## src/rtl/alpha_mix_pkg.sv

```systemverilog
package alpha_mix_pkg;

    localparam int DATA_W     = 12;
    localparam int ALPHA_W    = 12;
    localparam int ALPHA_FRAC = ALPHA_W - 1;
    localparam int ALPHA_ONE  = 1 << ALPHA_FRAC;
    localparam int OPD_W      = DATA_W + 1;
    localparam int PROD_W     = OPD_W + ALPHA_W + 1;
    localparam int SUM_W      = PROD_W + 1;
    localparam int ADJ_SHIFT  = ALPHA_FRAC - 1;
    localparam int OUT_W      = DATA_W + 1;
    localparam int N_LANES    = 2;

    typedef enum logic [1:0] {
        RND_W8  = 2'b00,
        RND_W10 = 2'b01,
        RND_W12 = 2'b10,
        RND_W13 = 2'b11
    } rnd_mode_e;

    typedef logic signed [OPD_W-1:0]  opd_t;
    typedef logic signed [PROD_W-1:0] prod_t;
    typedef logic signed [SUM_W-1:0]  sum_t;

    typedef struct packed {
        logic      uns;
        rnd_mode_e rnd;
    } ctl_t;

    typedef struct packed {
        logic vld;
        ctl_t ctl;
        opd_t a;
        opd_t b;
    } cap_t;

    typedef struct packed {
        logic  vld;
        ctl_t  ctl;
        prod_t pa;
        prod_t pb;
    } mul_t;

    typedef struct packed {
        logic vld;
        ctl_t ctl;
        sum_t acc;
    } acc_t;

    function automatic opd_t widen(input logic [DATA_W-1:0] x, input logic uns);
        return uns ? {1'b0, x} : {x[DATA_W-1], x};
    endfunction

    function automatic logic [ALPHA_W-1:0] clip_alpha(input logic [ALPHA_W-1:0] x);
        return (x > ALPHA_W'(ALPHA_ONE)) ? ALPHA_W'(ALPHA_ONE) : x;
    endfunction

    function automatic int drop_bits(input rnd_mode_e m);
        case (m)
            RND_W8:  return OUT_W - 8;
            RND_W10: return OUT_W - 10;
            RND_W12: return OUT_W - 12;
            default: return OUT_W - 13;
        endcase
    endfunction

    function automatic logic [OUT_W-1:0] round_sat(input sum_t s, input ctl_t c);
        longint v;
        longint lim_hi;
        longint lim_lo;
        int     k;
        int     sh;
        k  = drop_bits(c.rnd);
        sh = ADJ_SHIFT + k;
        v  = longint'(s);
        v  = (v + (longint'(1) <<< (sh - 1))) >>> sh;
        if (c.uns) begin
            lim_hi = (longint'(1) <<< (OUT_W - k)) - 1;
            lim_lo = 0;
        end else begin
            lim_hi = (longint'(1) <<< (OUT_W - k - 1)) - 1;
            lim_lo = -(longint'(1) <<< (OUT_W - k - 1));
        end
        if (v > lim_hi) begin
            v = lim_hi;
        end else if (v < lim_lo) begin
            v = lim_lo;
        end
        v = v <<< k;
        return v[OUT_W-1:0];
    endfunction

endpackage

```

## src/rtl/amx_capture.sv

```systemverilog
module amx_capture
    import alpha_mix_pkg::*;
(
    input  logic               clk,
    input  logic               rst,
    input  logic               in_valid,
    input  logic [DATA_W-1:0]  in_a,
    input  logic [DATA_W-1:0]  in_b,
    input  logic               fmt_unsigned,
    input  logic [1:0]         rnd_sel,
    input  logic [ALPHA_W-1:0] alpha_in,
    input  logic               alpha_load,
    output cap_t               cap_q,
    output logic [ALPHA_W-1:0] alpha_q
);

    always_ff @(posedge clk) begin
        if (rst) begin
            cap_q   <= '0;
            alpha_q <= '0;
        end else begin
            cap_q.vld     <= in_valid;
            cap_q.ctl.uns <= fmt_unsigned;
            cap_q.ctl.rnd <= rnd_mode_e'(rnd_sel);
            cap_q.a       <= widen(in_a, fmt_unsigned);
            cap_q.b       <= widen(in_b, fmt_unsigned);
            if (alpha_load) begin
                alpha_q <= clip_alpha(alpha_in);
            end
        end
    end

endmodule

```

## src/rtl/amx_weigh.sv

```systemverilog
module amx_weigh
    import alpha_mix_pkg::*;
(
    input  logic               clk,
    input  logic               rst,
    input  cap_t               cap_q,
    input  logic [ALPHA_W-1:0] alpha_q,
    output mul_t               mul_q
);

    opd_t               opd  [N_LANES];
    logic [ALPHA_W-1:0] wgt  [N_LANES];
    prod_t              prod [N_LANES];

    assign opd[0] = cap_q.a;
    assign opd[1] = cap_q.b;
    assign wgt[0] = alpha_q;
    assign wgt[1] = ALPHA_W'(ALPHA_ONE) - alpha_q;

    for (genvar i = 0; i < N_LANES; i++) begin : g_lane
        assign prod[i] = PROD_W'($signed({1'b0, wgt[i]})) * PROD_W'(opd[i]);
    end

    always_ff @(posedge clk) begin
        if (rst) begin
            mul_q <= '0;
        end else begin
            mul_q.vld <= cap_q.vld;
            mul_q.ctl <= cap_q.ctl;
            mul_q.pa  <= prod[0];
            mul_q.pb  <= prod[1];
        end
    end

endmodule

```

## src/rtl/amx_accum.sv

```systemverilog
module amx_accum
    import alpha_mix_pkg::*;
(
    input  logic clk,
    input  logic rst,
    input  mul_t mul_q,
    output acc_t acc_q
);

    sum_t total;

    assign total = SUM_W'($signed(mul_q.pa)) + SUM_W'($signed(mul_q.pb));

    always_ff @(posedge clk) begin
        if (rst) begin
            acc_q <= '0;
        end else begin
            acc_q.vld <= mul_q.vld;
            acc_q.ctl <= mul_q.ctl;
            acc_q.acc <= total;
        end
    end

endmodule

```

## src/rtl/amx_round.sv

```systemverilog
module amx_round
    import alpha_mix_pkg::*;
(
    input  logic             clk,
    input  logic             rst,
    input  acc_t             acc_q,
    output logic             out_valid,
    output logic [OUT_W-1:0] out_y
);

    logic [OUT_W-1:0] shaped;

    assign shaped = round_sat(acc_q.acc, acc_q.ctl);

    always_ff @(posedge clk) begin
        if (rst) begin
            out_valid <= 1'b0;
            out_y     <= '0;
        end else begin
            out_valid <= acc_q.vld;
            out_y     <= shaped;
        end
    end

endmodule

```

## src/rtl/alpha_blend_pipe.sv

```systemverilog
module alpha_blend_pipe
    import alpha_mix_pkg::*;
(
    input  logic               clk,
    input  logic               rst,
    input  logic               in_valid,
    input  logic [DATA_W-1:0]  in_a,
    input  logic [DATA_W-1:0]  in_b,
    input  logic               fmt_unsigned,
    input  logic [1:0]         rnd_sel,
    input  logic [ALPHA_W-1:0] alpha_in,
    input  logic               alpha_load,
    output logic               out_valid,
    output logic [OUT_W-1:0]   out_y
);

    cap_t               cap_q;
    logic [ALPHA_W-1:0] alpha_q;
    mul_t               mul_q;
    acc_t               acc_q;

    amx_capture u_capture (
        .clk          (clk),
        .rst          (rst),
        .in_valid     (in_valid),
        .in_a         (in_a),
        .in_b         (in_b),
        .fmt_unsigned (fmt_unsigned),
        .rnd_sel      (rnd_sel),
        .alpha_in     (alpha_in),
        .alpha_load   (alpha_load),
        .cap_q        (cap_q),
        .alpha_q      (alpha_q)
    );

    amx_weigh u_weigh (
        .clk     (clk),
        .rst     (rst),
        .cap_q   (cap_q),
        .alpha_q (alpha_q),
        .mul_q   (mul_q)
    );

    amx_accum u_accum (
        .clk   (clk),
        .rst   (rst),
        .mul_q (mul_q),
        .acc_q (acc_q)
    );

    amx_round u_round (
        .clk       (clk),
        .rst       (rst),
        .acc_q     (acc_q),
        .out_valid (out_valid),
        .out_y     (out_y)
    );

endmodule

```

## config.mk

```make
export PLATFORM = sky130hd
export DESIGN_NAME = alpha_blend_pipe
export DESIGN_NICKNAME = d
export VERILOG_FILES = /design/src/rtl/alpha_mix_pkg.sv /design/src/rtl/amx_capture.sv /design/src/rtl/amx_weigh.sv /design/src/rtl/amx_accum.sv /design/src/rtl/amx_round.sv /design/src/rtl/alpha_blend_pipe.sv
export SDC_FILE = /design/constraint.sdc
export NUM_CORES = 1
export LEC_CHECK = 0
export ABC_AREA = 0
export ABC_CLOCK_PERIOD_IN_PS = 23700
export BUFFER_PORTS_ARGS = -buffer_cell sky130_fd_sc_hd__clkbuf_2
export CORE_MARGIN = 2
export CORE_UTILIZATION = 55
export CTS_CLUSTER_SIZE = 28
export DETAILED_ROUTE_END_ITERATION = 16
export PLACE_DENSITY = 0.7
export SLEW_MARGIN = 20
export SYNTH_ARGS = -nofsm -noshare
export SYNTH_HDL_FRONTEND = slang
export SYNTH_SLANG_ARGS = --single-unit
```

## constraint.sdc

```tcl
create_clock -name clk -period 23.7 [get_ports clk]
set_clock_uncertainty 0.05 [all_clocks]
set_input_delay 1.185 -clock clk [delete_from_list [all_inputs] [get_ports clk]]
set_output_delay 1.185 -clock clk [all_outputs]
set_load 0.02 [all_outputs]
```

After elaboration in Yosys (flattened, before gate mapping)

Cells that the tools add are included.

Add/sub/neg operators: 10
$mul: 2
Magnitude comparators: 3
Equality and inequality tests: 2
Shift-type cells: 5
Multiplexer cells: 6
Reductions and logical operators: 2

Operators by type and width:

| kind                                                                   | number |
|---|---|
| 64-bit two-way mux                                                     | 4 |
| 2-bit by 32-bit <<< shifter with 64-bit output (first input constant)  | 3 |
| 64-bit by 2-bit subtractor with 64-bit output (second input constant)  | 2 |
| 27-bit by 64-bit adder with 64-bit output                              | 1 |
| 64-bit greater-than comparator                                         | 1 |
| 64-bit less-than comparator                                            | 1 |
| 64-bit negator                                                         | 1 |
| 64-bit by 3-bit <<< shifter with 13-bit output                         | 1 |
| 64-bit by 32-bit >>> shifter with 64-bit output                        | 1 |
| 32-bit by 2-bit subtractor with 32-bit output (second input constant)  | 2 |
| 13-bit by 13-bit multiplier with 26-bit output                         | 2 |
| 26-bit by 26-bit adder with 27-bit output                              | 1 |
| 12-bit greater-than comparator (second input constant)                 | 1 |
| 12-bit two-way mux                                                     | 1 |
| 12-bit subtractor (first input constant)                               | 1 |
| 3-bit case mux with 3 select lines                                     | 1 |
| 4-bit by 3-bit adder with 5-bit output (first input constant)          | 1 |
| 4-bit by 3-bit subtractor with 5-bit output (first input constant)     | 1 |
| 2-bit by 1-bit equality test with 1-bit output (second input constant) | 1 |
| 2-bit equality test (second input constant)                            | 1 |
| 2-bit logical NOT                                                      | 1 |
| 2-bit OR reduction                                                     | 1 |

Flip-flop bits (word level): 143
Input port bits: 43
Output and inout bits: 14
Logic and storage cells: 49

Logic depth before layout (Yosys ltp)

Gate-level depths: netlist of the first run.

Word-level depth: 11
Mapped depth: 44

By module

Synthesis of the first run repeated with hierarchy kept, for this count alone.

Cells, all modules: 3362
Area, all modules: 26799.5 µm²

Modules (own cells, without submodules):

| module      | times used | cells each | area each (µm²) | seq. area each (µm²) |
|---|---|---|---|---|
| amx_weigh   | 1          | 1418       | 12652.1         | 1121.1 |
| amx_round   | 1          | 1576       | 10628.9         | 280.3 |
| amx_accum   | 1          | 253        | 2148.3          | 620.6 |
| amx_capture | 1          | 115        | 1370.1          | 840.8 |

Worst setup path before layout of the first run

Ideal clock, no wire load.

Path kind: reg-to-reg
Start: reg u_accum.acc_q[27] (netlist name)
End: reg u_round.out_y[9]
Library setup time: 0.076 ns
Arrival: 8.786 ns
Setup slack: 14.789 ns
Stages on the path, launching flop included: 41
Path buffers: 5
Period minus slack after synthesis: 8.911 ns
Path through: dfxtp_1 -> inv_1 -> ha_1 -> ha_1 -> buf_2 -> buf_1 -> clkbuf_1 -> buf_1 -> xor2_1 -> nor3_1 -> ha_1 -> a21oi_1 -> o211ai_1 -> a31oi_2 -> a31oi_2 -> o211ai_2 -> a21oi_1 -> or4_1 -> [... 5 more ...] -> a21oi_1 -> ha_1 -> a21o_1 -> a21o_1 -> a21o_1 -> a21o_1 -> a21o_1 -> a21o_1 -> a21o_1 -> a221o_1 -> a211oi_1 -> o311ai_1 -> o31a_1 -> o22ai_2 -> buf_2 -> mux4_2 -> mux2_2 -> o22ai_1

Cells in the longest elaborated chain, start to end: 11

Ends and longest elaborated chain:

| what                                                                                                  | line                                                          | RTL |
|---|---|---|
| 2-bit equality test (tied with other cells)                                                           | alpha_mix_pkg.sv:59                                           | `case (m)` |
| 3-bit case mux with 3 select lines (*)                                                                | alpha_mix_pkg.sv:59                                           |  |
| 4-bit by 3-bit adder with 5-bit output or 4-bit by 3-bit subtractor with 5-bit output (tied branches) | -                                                             |  |
| 32-bit by 2-bit subtractor with 32-bit output (on tied branches)                                      | alpha_mix_pkg.sv:76, alpha_mix_pkg.sv:81, alpha_mix_pkg.sv:82 |  |
| 2-bit by 32-bit <<< shifter with 64-bit output (on tied branches)                                     | alpha_mix_pkg.sv:76, alpha_mix_pkg.sv:81, alpha_mix_pkg.sv:82 |  |
| 27-bit by 64-bit adder with 64-bit output or 64-bit negator (tied branches)                           | alpha_mix_pkg.sv:76, alpha_mix_pkg.sv:82                      |  |
| 64-bit by 32-bit >>> shifter with 64-bit output or 64-bit two-way mux (tied branches)                 | alpha_mix_pkg.sv:76, alpha_mix_pkg.sv:77                      |  |
| 64-bit less-than comparator                                                                           | alpha_mix_pkg.sv:86                                           | `end else if (v < lim_lo) begin` |
| 64-bit two-way mux                                                                                    | alpha_mix_pkg.sv:86                                           |  |
| 64-bit two-way mux                                                                                    | alpha_mix_pkg.sv:84                                           | `if (v > lim_hi) begin` |
| 64-bit by 3-bit <<< shifter with 13-bit output (*)                                                    | alpha_mix_pkg.sv:89                                           | `v = v <<< k;` |
| end signal: assignment                                                                                | amx_round.sv:21                                               | `out_y <= shaped;` |
| end: declaration                                                                                      | amx_round.sv:8                                                | `output logic [OUT_W-1:0] out_y` |

Every way passes the cells marked *; elsewhere a longest branch is shown, timed or not.
A chain may end at the register's enable or synchronous reset.

Final worst setup path of the first run

Start: reg u_accum.acc_q[27] (netlist name)
End: reg u_round.out_y[6]

Cells in the longest elaborated chain, start to end: 11

Ends and longest elaborated chain:

| what                                                                                                  | line |
|---|---|
| 2-bit equality test (tied with other cells)                                                           | alpha_mix_pkg.sv:59 |
| 3-bit case mux with 3 select lines (*)                                                                | alpha_mix_pkg.sv:59 |
| 4-bit by 3-bit adder with 5-bit output or 4-bit by 3-bit subtractor with 5-bit output (tied branches) | - |
| 32-bit by 2-bit subtractor with 32-bit output (on tied branches)                                      | alpha_mix_pkg.sv:76, alpha_mix_pkg.sv:81, alpha_mix_pkg.sv:82 |
| 2-bit by 32-bit <<< shifter with 64-bit output (on tied branches)                                     | alpha_mix_pkg.sv:76, alpha_mix_pkg.sv:81, alpha_mix_pkg.sv:82 |
| 27-bit by 64-bit adder with 64-bit output or 64-bit negator (tied branches)                           | alpha_mix_pkg.sv:76, alpha_mix_pkg.sv:82 |
| 64-bit by 32-bit >>> shifter with 64-bit output or 64-bit two-way mux (tied branches)                 | alpha_mix_pkg.sv:76, alpha_mix_pkg.sv:77 |
| 64-bit less-than comparator                                                                           | alpha_mix_pkg.sv:86 |
| 64-bit two-way mux                                                                                    | alpha_mix_pkg.sv:86 |
| 64-bit two-way mux                                                                                    | alpha_mix_pkg.sv:84 |
| 64-bit by 3-bit <<< shifter with 13-bit output (*)                                                    | alpha_mix_pkg.sv:89 |

Marks and branches as above.

==> results of run 1 <==
==> kinds of logic (layout without fill, tap and decap cells) <==
group / count (synthesis) / in the layout / share of synthesized area
simple gates: 1046 / 1046 / 0.203
fa+ha+maj: 607 / 607 / 0.374
compound gates: 599 / 599 / 0.160
buf+inv: 499 / 461 / 0.0765
flops: 142 / 142 / 0.115
xor+xnor: 111 / 111 / 0.0392
mux: 68 / 68 / 0.0325
other cells: 2 / 13 / 0.000303
==> placed cells by master (no fill, tap or decap), types with 8 or more instances in the layout <==
cell type  instances
clkbuf_16         17
a21o_1            74
nand2b_1          40
o21bai_1          19
a21boi_0          12
dfxtp_1          141
nor4_1             9
buf_4             37
nor3_1            56
inv_1            334
conb_1            13
o21a_1            33
a211oi_1          22
clkbuf_2          55
nand4_1           26
o21ai_0           98
o211ai_1          15
mux2i_1           44
o22ai_1           10
mux2_2            14
a21oi_1          187
nand3b_1           8
xor2_1            42
nor2b_1           90
fa_1             221
or3_1              9
nand2_1          362
nand3_1           35
a31oi_1           28
and2_1           133
mux4_2             8
nor2_1           217
ha_1             382
and3_1            22
xnor2_1           69
or2_2             21
==> worst max-delay path, delay by kind of cell (launching register included) <==
family	cells	cell delay [ns]
AND/OR/NAND/NOR	7	1.70
AO/OA/AOI/OAI	23	5.83
flip-flops	1	0.42
XOR/XNOR	1	0.25
buffers and inverters	5	1.24
adder cells (fa/ha/maj)	4	1.22
==> flip-flops by register name (all words and copies together) (netlist names) <==
| name | flops |
|---|---|
| u_capture.alpha_q | 12 |
| u_accum.acc_q | 30 |
| u_weigh.mul_q | 56 |
| u_round.out_valid | 1 |
| u_round.out_y | 13 |
| u_capture.cap_q | 30 |
==> stage by stage <==
stage / instances / setup WS (ns) / hold slack [ns]
6_report: 3639 / 12.83 / 0.386
5_1_grt: 3639 / 12.03 / 0.404
4_1_cts: 3639 / 12.76 / 0.388
3_5_place_dp: 3607 / 12.81 / 0.373
3_3_place_gp: 3607 / 12.96 / 0.373
2_1_floorplan: 3085 / 14.79 / 0.364
==> final timing paths <==
check	end	startpoint	slack (ns)	cells past startpoint
worst max register to register	u_round.out_y[6]$_SDFF_PP0_	u_accum.acc_q[27]$_SDFF_PP0_	12.83	40
worst min-delay path	u_weigh.mul_q[53]$_SDFF_PP0_	u_capture.cap_q[27]$_SDFF_PP0_	0.39	1
worst max-delay path	u_round.out_y[6]$_SDFF_PP0_	u_accum.acc_q[27]$_SDFF_PP0_	12.83	40
worst min register to register	u_weigh.mul_q[53]$_SDFF_PP0_	u_capture.cap_q[27]$_SDFF_PP0_	0.39	1
==> metal layers <==
metal  global-route usage  vias to the layer above  routed length (um)
li1                     -                    10200                   -
met1                0.386                    10300               29600
met2                0.561                      740               35900
met3               0.0300                      178                3540
met4                0.142                        0                3360
met5                    0                        -                   0
==> area by class of cell <==
type                       instances  area [sq um]  share of cell area
tap                              592           741              0.0284
clock buffer                      17           425              0.0163
sequential                       142          2840               0.109
inverter                         337          1260              0.0484
timing repair buffer              92           553              0.0212
clock inverter                    15           196             0.00752
multi-input combinational       2444         20100               0.769
==> power groups by stage <==
stage / clock network (mW) / logic [mW] / registers [mW]
2_1_floorplan: 0 / 0.569 / 0.295
3_3_place_gp: 0 / 0.731 / 0.311
3_5_place_dp: 0 / 0.747 / 0.311
4_1_cts: 0.282 / 0.757 / 0.306
5_1_grt: 0.294 / 0.860 / 0.309
6_report: 0.278 / 0.759 / 0.307
==> results summary, run 1 <==
The H-tree depth is 4. The number of nets at the end of the flow came out at 3684. The total routing usage reported by global routing came out at 0.315. Internal power comes to 742 uW.

The mean instance size in the synthesized netlist came out at 8.06 sq um. The die covers 46800 sq um. Counting flops and latches in the post-synthesis netlist gives 142.

The first global-routing pass estimated 117000 um of wire. The overflow left after global routing is 0. In this run the core area contains 77 standard-cell rows. The effective utilization at floorplan is 0.559. The design draws 1.34 mW. The async set or reset register ratio after synthesis is 0. The worst hold path belongs to the class flip-flop to flip-flop.

The number of remaining DRC errors came out at 0. Along the worst path, the maximum fanout reaches 68. The total placed instance area is 25500 sq um. The post-CTS setup buffer count is 0. The post-DP HPWL is 58500 um. The worst setup path is captured at a flip-flop. The power density normalized to cell area came out at 51.4 nW/um^2. The filler cells instantiated in the layout total 4033. The first detailed-routing pass ran for 7 iterations. 0 antenna diodes ended up in the layout. At the end of routability-driven placement, the weighted congestion stood at 0.983. The core region is 44300 sq um. Clock latency on the worst-skew pair, taken at its later pin, is 0.46 ns.

The final setup violation count came out at 0. The kind of start point of the critical path is a flip-flop. At the end of the flow the core is filled with cells to 0.589. Setup total negative slack on the finished layout was measured at 0 ns.

The design area came out at 26100 sq um. By area the synthesized netlist is led by ha_1, fa_1, dfxtp_1, nand2_1, inv_1. The maximum number of pins on one net before global-route repair came out at 84.

For the pin with the worst max-slew slack, the measured transition is 1.00 ns. The count of endpoints failing hold in the final timing report is 0. The area growth from synthesis to layout came out at 5.43%. The arrival time at the worst endpoint is 11.20 ns. Clock tree synthesis inserted a total of 17 buffers. After clock tree synthesis, the clock-pin slew on the worst setup and hold paths is 0.08 ns.

Setup repair after global routing left no endpoint under its margin. The count of yosys warnings during synthesis came out at 0. STA puts the critical path data required time at 24.03 ns. The share of power burned in combinational logic is 0.565. By count the netlist is led by ha_1, nand2_1, inv_1, fa_1, nor2_1.

The count of input and output buffers is 56. The number of gates resized after cts came out at 0. The number of instances in the synthesized netlist is 3074. The worst max-slew margin expressed relative to the limit is 0.332.

The maximum single-stage delay on the critical path came out at 0.63 ns. The maximum count of clock buffers along a single path is 2. Of the total power, the share spent switching nets is 0.447.

The share of total power dissipated in the clock network is 0.207. The residual antenna-violating net count after detailed routing is 0. The flow ran to the end, and the final reports show no timing, DRC or antenna violations.

The sequential cell fraction of total power is 0.228. The final layout contains routed wiring with a total length of 72400 um. The leakage dissipation came out at 13.6 nW. The fraction of the yosys area taken by sequential cells is 0.115.

The largest voltage drop on the vdd net came out at 0.0529 mV. ha_1 is the most common cell in the netlist. The cell area that synthesis handed to floorplanning was 24800 sq um.

The via count came out at 21500. TritonCTS built the clock tree. 57 I/O pins were placed.

The die span in y is 216 um. The critical path is of the flip-flop to flip-flop type. The top cell type by total area after synthesis is ha_1. In the final routed layout, each cell accounts on average for 19.9 um.

The number of synthesized flops with an enable pin is 0. The number of clock sinks is 142. The violation count after the first detailed-routing iteration came out at 1615. The tree is rooted in a clkbuf_16. Static timing analysis puts the maximum clock frequency at 92.0 MHz. The final-report max-slew violation count was 0. The net switching power is 601 uW. The final worst-path cycle share came out at 0.459. In the final layout, the share of cells above drive strength 1 is 0.0663. The most numerous cell type found on the critical path is a21o_1. Among all stages on the critical path, the largest delay is contributed by o21ai_0. In this run the horizontal extent of the chip is 216 um. The final critical-path required period came out at 10.87 ns. The hold buffer count at cts is 0. The max-capacitance violation count is 0. The mean number of vias per cell came out at 5.90.

The top-area cell type share of the netlist area is 0.195. The count of different cell masters after synthesis is 93. The initial antenna violation count is 0. The number of global-route vias before repair is 22000. The most instantiated flip-flop cell in the synthesis netlist is dfxtp_1.
Note: power is estimated with default switching activity, not from simulation.
==> run 2, diff against run 1 <==
--- a/config.mk
+++ b/config.mk
@@ -5,14 +5,14 @@
 export SDC_FILE = /design/constraint.sdc
 export NUM_CORES = 1
 export LEC_CHECK = 0
-export ABC_AREA = 0
-export ABC_CLOCK_PERIOD_IN_PS = 23700
+export ABC_AREA = 1
+export ABC_CLOCK_PERIOD_IN_PS = 8900
 export BUFFER_PORTS_ARGS = -buffer_cell sky130_fd_sc_hd__clkbuf_2
 export CORE_MARGIN = 2
 export CORE_UTILIZATION = 55
 export CTS_CLUSTER_SIZE = 28
 export DETAILED_ROUTE_END_ITERATION = 16
-export PLACE_DENSITY = 0.7
+export PLACE_DENSITY = 0.73
 export SLEW_MARGIN = 20
 export SYNTH_ARGS = -nofsm -noshare
 export SYNTH_HDL_FRONTEND = slang
==> constraint.sdc (replaced) <==
create_clock -name clk -period 8.9 [get_ports clk]
set_clock_uncertainty 0.05 [all_clocks]
set_input_delay 0.445 -clock clk [delete_from_list [all_inputs] [get_ports clk]]
set_output_delay 0.445 -clock clk [all_outputs]
set_load 0.02 [all_outputs]
==> run 2 against run 1 <==
Effect of this change:
- cell count up 20%
- global-route usage rose by 0.057 points
- critical endpoint is now u_weigh.mul_q[25]$_SDFF_PP0_
- clock power rose to 2.8 times the previous value
- via count rose by 11%
- sequential share of layout area fell by 0.23 points
- power rose to 3.0 times the previous value
- worst hold slack got worse by 0.29 ns
- routed wire length is 1.4% higher
- register-to-register slack got worse by 12 ns
- area after synthesis is 1.9% higher
- sequential power grew to 2.7 times the previous value
- critical path type unchanged
- non-clock buffer count fell by 3
==> results summary, run 2 <==
The maximum number of pins on one net before global-route repair is 62. Setup total negative slack on the finished layout was measured at 0 ns. The routability-driven placement congestion ratio is 1.04. The total number of cells along the worst setup path came out at 44. The standard-cell row count came out at 78. The transition at the pin with the smallest max-transition slack came out at 0.901 ns.

The number of antenna cells inserted came out at 0. The final cell utilization of the core is 0.587. Leaving out fill and tap cells, the most frequent cell in the layout is nand2_1. The total placed instance area is 26000 sq um. The end of the critical path is u_weigh.mul_q[25]$_SDFF_PP0_. The register with the highest flop count is u_weigh.mul_q. The worst register-to-register path has a depth of 44. The initial utilization of the core area, before any placement, comes to 0.556. For this design, the slowest cell found on the critical path is dfxtp_1.

The Yosys step of the flow raised 0 warnings. The number of synthesized flops with an enable pin came out at 0. Once detail routing completed, the nets flagged for antenna violations numbered 0. In this run, distinct cell masters in the synthesized netlist total 60. The mean number of vias per cell is 5.46.

The final-report max-slew violation count is 0. The area growth from synthesis to layout is 5.63%. Once layout is done, the placed cells without fillers occupy 26700 sq um.

The width of the die is 218 um. The async set or reset register ratio after synthesis is 0. The path class of the lowest-slack min-delay path is primary input to flip-flop. In the synthesized netlist, the cells that appear most often are nand2_1, inv_1, ha_1, nor2_1, nand3_1.

The maximum count of clock buffers along a single path came out at 2. The fraction of final layout cells sized beyond drive strength 1 came out at 0.0477. Post-CTS timing repair inserted 0 buffers for setup. The clock-pin transition on the worst setup and hold timing paths is 0.07 ns. The total core area is 45400 sq um. At the later pin of the worst-skew pair, clock insertion delay measures 0.49 ns.

The register with the most flip-flops in the layout has 56 of them. The mean instance size in the synthesized netlist is 6.69 sq um. The violation count after the first detailed-routing iteration is 1911.

In the synthesized netlist, the number of instances is 3771. By startpoint and endpoint, the worst setup path is classified as flip-flop to flip-flop. The fraction of the yosys area taken by sequential cells came out at 0.113. The CTS tree is yes. For this run, the total global-route usage over all layers was measured as 0.316. The endpoint of the most critical register-to-register path is u_weigh.mul_q[25]$_SDFF_PP0_. The arrival time at the worst endpoint came out at 8.43 ns. The post-synthesis sequential element count came out at 142. The maximum achievable frequency is 123 MHz.

The largest voltage drop on the vdd net came out at 0.168 mV. The top-area cell type share of the netlist area is 0.191. In the final layout, the registers with the most flip-flops are u_weigh.mul_q x56, u_accum.acc_q x30, u_capture.cap_q x30. The count of input and output buffers is 56. The detailed-routing iteration count for the pre-antenna-repair pass is 8.

The final critical-path required period is 8.12 ns. The die covers 47600 sq um. The startpoint identified for the worst register-to-register timing path is u_capture.alpha_q[1]$_SDFFE_PP0P_.

The worst setup path is captured at a flip-flop. The critical-path maximum fanout is 14. In this run the worst setup path begins at u_capture.alpha_q[1]$_SDFFE_PP0P_. The critical path required time is 9.21 ns. The library cells used most frequently in the layout, excluding fill and tap cells, are nand2_1, inv_1, ha_1. The post-synthesis instance area is 25200 sq um. The gate family responsible for the most delay along the worst path is adder cells. By area the synthesized netlist is led by ha_1, fa_1, nand2_1, dfxtp_1, inv_1.

The final layout contains routed wiring with a total length of 73500 um. The final cell count without fillers is 4374. The overflow left after global routing came out at 0. The first-pass GRT wire length came out at 118000 um. The number of nets at the end of the flow is 4411.

The clock tree root buffer cell is clkbuf_16. The power density normalized to cell area came out at 151 nW/um^2. The maximum single-stage delay on the critical path came out at 0.62 ns. The cell total after placement is 4342. The most common cell in the synthesized netlist is nand2_1. The number of global-route vias before repair came out at 22800.

Measured against its own limit, the worst slew margin works out to 0.399. The number of clock buffers inserted by TritonCTS came out at 17. The number of clock sinks is 142. The H-tree was split into 4 levels.

From bottom edge to top edge, the die measures 218 um. The number of remaining DRC errors came out at 0. The count of endpoints failing hold in the final timing report is 0. Setup slack on the worst reg-to-reg path comes out at 0.78 ns.

The overall power consumption is 4.02 mW. The synthesized design spends more area on one cell type than any other, namely ha_1. The final worst-path cycle share came out at 0.912.

After detailed routing, the average wire length per cell comes to 16.8 um. The analysis attributes to cell leakage a power of 15.5 nW. STA classifies the critical path startpoint as a flip-flop. The initial antenna violation count is 0. Counting both buffers and inverters, the worst setup path holds a total of 11. The run finished with clean final reports. The number of placed I/O pins came out at 57. Setup repair after global routing left no endpoint under its margin. The max-capacitance violation count is 0. The via count came out at 23900. The final setup violation count is 0. The wire-length estimate of the detail-placed layout is 60600 um. Among all flip-flop cells after synthesis, the most frequent one is dfxtp_1.
==> run 2: metrics by stage <==
step           worst slack, ns  hold WS [ns]
2_1_floorplan             1.61         0.338
4_1_cts                  0.781        0.0767
3_3_place_gp             0.962         0.340
3_5_place_dp             0.814         0.346
5_1_grt                 0.0845        0.0954
6_report                 0.783        0.0944
==> run 2: worst min path at each step <==
stage,cells after the start,slack [ns],startpoint,end
2_1_floorplan,2,0.34,u_weigh.mul_q[52]$_SDFF_PP0_,u_accum.acc_q[27]$_SDFF_PP0_
3_3_place_gp,2,0.34,u_weigh.mul_q[52]$_SDFF_PP0_,u_accum.acc_q[27]$_SDFF_PP0_
3_5_place_dp,2,0.35,u_capture.cap_q[28]$_SDFF_PP0_,u_weigh.mul_q[54]$_SDFF_PP0_
4_1_cts,3,0.08,in_a[10],u_capture.cap_q[23]$_SDFF_PP0_
5_1_grt,3,0.1,in_a[1],u_capture.cap_q[14]$_SDFF_PP0_
6_report,3,0.09,in_a[10],u_capture.cap_q[23]$_SDFF_PP0_
==> run 2: where the power goes <==
group / switching, mW / internal [mW] / leakage (nW)
Sequential: 0.0979 / 0.746 / 1.17
Combinational: 1.51 / 0.901 / 14.1
Clock: 0.345 / 0.422 / 0.287
Total: 1.95 / 2.07 / 15.5
==> run 2: cells by family (layout without fill, tap and decap cells) <==
| kind of cell | count (synthesis) | count (layout) | synth area share |
|---|---|---|---|
| AOI/OAI and AO/OA | 483 | 483 | 0.106 |
| xor gates and xnor gates | 26 | 26 | 0.00902 |
| adders and majority gates | 607 | 607 | 0.367 |
| buffers and inverters | 880 | 872 | 0.132 |
| DFF | 142 | 142 | 0.113 |
| muxes | 6 | 6 | 0.00238 |
| other | 2 | 13 | 0.000298 |
| and+or+nand+nor | 1625 | 1625 | 0.270 |
==> run 2: layout make-up <==
cell class                 count  area, sq um
clock inverter                15          178
tap                          600          751
multi-input combinational   2760        19100
clock buffer                  17          425
inverter                     751         2820
sequential                   142         2840
timing repair buffer          89          531
fill                        4505        18700
==> run 2: metal layers <==
metal	share of wire	global-route usage	routed length, um
met5	0	0	0
met4	0.046	0.150	3380
met3	0.068	0.0422	4970
met2	0.46	0.521	33700
met1	0.43	0.409	31500
==> run 2: worst register-to-register path: cells and delay by family (launching register included) <==
| kind | cells | cell delay (ns) |
|---|---|---|
| fa+ha+maj | 8 | 3.62 |
| compound gates | 9 | 1.39 |
| simple gates | 16 | 1.31 |
| buf+inv | 11 | 1.01 |
| flops | 1 | 0.62 |
==> run 2: repair_timing <==
item                                    CTS  global route
endpoints found under the setup margin    0             1
gates resized for setup                   0             2
hold buffers                              0             0
==> run 3, diff against run 2 <==
--- a/config.mk
+++ b/config.mk
@@ -13,6 +13,7 @@
 export CTS_CLUSTER_SIZE = 28
 export DETAILED_ROUTE_END_ITERATION = 16
 export PLACE_DENSITY = 0.73
+export RECOVER_POWER = 25
 export SLEW_MARGIN = 20
 export SYNTH_ARGS = -nofsm -noshare
 export SYNTH_HDL_FRONTEND = slang
==> run 3 against run 2 <==
Effect of this change:
- the run now ends with capacitance limit, slew limit left
- utilization barely moved
- sequential power barely moved
- die area did not move
- worst hold slack got worse by 0.0015 ns
- non-clock buffer count did not move
- fmax fell by 0.26%
- global-route usage did not move
- worst setup slack got worse by 0.021 ns
- combinational power barely moved
==> results summary, run 3 (synthesized netlist as in run 2, its figures left out) <==
The worst reg-to-reg path cell count came out at 44. The die footprint is 47600 sq um. The effective utilization at floorplan is 0.556. The final setup violation count came out at 0. The wire length per cell after detailed routing is 16.8 um. The clock-pin transition on the worst setup and hold timing paths came out at 0.07 ns. The detailed-routing iteration count for the pre-antenna-repair pass came out at 7. The transition at the pin with the smallest max-transition slack is 2.82 ns. The worst-skew pair later-pin latency is 0.50 ns.

For this block, the via count after detailed routing is 23800. The area of the multi-input gates came out at 19100 sq um. The number of clock buffers inserted by TritonCTS is 17. The area taken by flip-flops and latches came out at 2840 sq um. The clock tree root buffer cell is clkbuf_16. TritonCTS built the clock tree.

The largest voltage drop on the vdd net is 0.168 mV. The register with the highest flop count is u_weigh.mul_q. The number of flip-flops under the largest register name is 56. The number of remaining DRC errors came out at 0. The number of nets at the end of the flow is 4411. Tracing the worst setup path back leads to its startpoint at u_capture.alpha_q[1]$_SDFFE_PP0P_. Leaving out fill and tap cells, the most frequent cells in the layout are nand2_1, inv_1, ha_1. The number of placed I/O pins came out at 57. The critical path in this run is classified as flip-flop to flip-flop. In this run the static leakage power is 15.5 nW. For the worst setup path, the data required time is 9.21 ns. The final cell utilization of the core came out at 0.587. The final-report max-slew violation count is 56. For the finished layout, the period the worst path requires is 8.14 ns. The initial antenna violation count is 0. In the final layout, the registers with the most flip-flops are u_weigh.mul_q x56, u_accum.acc_q x30, u_capture.cap_q x30.

The standard-cell row count is 78. The max-capacitance violation count is 1. The most common cell after layout, fill and taps aside is nand2_1.

The maximum number of pins on one net before global-route repair is 62. For flop-to-flop paths, the worst setup slack is 0.76 ns. The count of input and output buffers is 56. The die span in y is 218 um. The H-tree depth came out at 4. The maximum single-stage delay on the critical path came out at 0.62 ns. The arrival time at the worst endpoint is 8.45 ns.

The total core area came out at 45400 sq um. The summed negative setup slack over all endpoints is 0 ns. The hold buffer count at cts is 0. The post-DP HPWL came out at 60600 um.

The run finished, with violations left. The checks that failed: capacitance limit, slew limit. In the routed layout, each cell is associated on average with a via count of 5.43.

The number of fillers in the final layout is 4507. Dividing the final minimum period by the clock period gives 0.914. The number of clock sinks came out at 142. The maximum count of clock buffers along a single path came out at 2. The count of endpoints failing hold in the final timing report came out at 0. The most critical setup path has its endpoint at u_weigh.mul_q[25]$_SDFF_PP0_. The post-detailed-routing wire length is 73300 um. The total routing usage reported by global routing is 0.316.

The beginning of the worst register-to-register path is u_capture.alpha_q[1]$_SDFFE_PP0P_. The endpoint of the most critical register-to-register path is u_weigh.mul_q[25]$_SDFF_PP0_. In this run the worst path has a maximum fanout of 14. Relative to the synthesized area, the layout overhead comes to 5.61%. The power density normalized to cell area came out at 151 nW/um^2.

Of the cells placed in the final design, the portion with a size suffix greater than 1 is 0.0474. The worst setup path is launched from a flip-flop. The slowest stage of the critical path belongs to the cell dfxtp_1.

The overflow left after global routing came out at 0. The width of the die is 218 um. The worst max-slew margin expressed relative to the limit came out at -0.883. The first global-routing pass estimated 118000 um of wire.

The worst setup path is captured at a flip-flop. The number of global-route vias before repair came out at 22800. 0 antenna diodes ended up in the layout. The violation count after the first detailed-routing iteration came out at 1922.

In this run the remaining antenna-violating nets after routing total 0. At the end of routability-driven placement, the weighted congestion stood at 1.04. The path class of the lowest-slack min-delay path is primary input to flip-flop. The maximum achievable frequency is 123 MHz. Setup repair after global routing left no endpoint under its margin.
-- run 3: cell types whose count changed in the layout (fill, tap and decap cells not counted) --
cell | previous run | this run
buf_4 | 34 | 33
clkbuf_1 | 0 | 1
-- run 3: area by class of cell --
class                   count  share of cell area
repair buffers             89              0.0198
clock buffers              17              0.0160
multi-input cells        2760               0.717
flip-flops and latches    142               0.107
inverters                 751               0.106
well taps                 600              0.0282
clock inverters            15             0.00667
-- run 3: what timing repair did --
action | CTS | global route
endpoints found under the setup margin | 0 | 1
buffers inserted | 0 | 0
resized for setup | 0 | 2
-- run 3: power by group --
part           internal [mW]  total, mW  switching, mW
Sequential             0.746      0.844         0.0978
Combinational          0.901       2.41           1.51
Clock                  0.422      0.767          0.345
Total                   2.07       4.02           1.95
-- run 3: worst min-delay path by stage --
stage	start	to	slack [ns]	cells after the start
2_1_floorplan	u_weigh.mul_q[52]$_SDFF_PP0_	u_accum.acc_q[27]$_SDFF_PP0_	0.34	2
3_3_place_gp	u_weigh.mul_q[52]$_SDFF_PP0_	u_accum.acc_q[27]$_SDFF_PP0_	0.34	2
3_5_place_dp	u_capture.cap_q[28]$_SDFF_PP0_	u_weigh.mul_q[54]$_SDFF_PP0_	0.35	2
4_1_cts	in_a[10]	u_capture.cap_q[23]$_SDFF_PP0_	0.08	3
5_1_grt	in_a[1]	u_capture.cap_q[14]$_SDFF_PP0_	0.1	3
6_report	in_a[10]	u_capture.cap_q[23]$_SDFF_PP0_	0.09	3
-- run 3: through the flow --
step | total power [mW] | setup slack, ns | cells | area [sq um] | hold slack, ns
final | 4.02 | 0.762 | 4374 | 26700 | 0.0929
after CTS | 4.01 | 0.781 | 4374 | 26600 | 0.0767
after detailed placement | 3.21 | 0.814 | 4342 | 26000 | 0.346
after floorplan | 2.57 | 1.61 | 3782 | 25300 | 0.338
after global routing | 4.39 | 0.0750 | 4374 | 26700 | 0.0954
after global placement | 3.19 | 0.962 | 4342 | 26000 | 0.340
-- run 3: layer usage --
layer | part of all wire | vias to the layer above | wire (um) | global-route usage
li1 | - | 11800 | - | -
met1 | 0.43 | 10900 | 31500 | 0.409
met2 | 0.46 | 866 | 33400 | 0.521
met3 | 0.066 | 193 | 4850 | 0.0422
met4 | 0.048 | 0 | 3520 | 0.150
met5 | 0 | - | 0 | 0
-- run 3: worst max-delay path: cells and delay by family, from the launching register on --
family                     cells  cell delay (ns)
AOI/OAI and AO/OA              9             1.40
DFF                            1             0.62
buffers and inverters         11             1.01
and+or+nand+nor               16             1.32
adders and majority gates      8             3.62
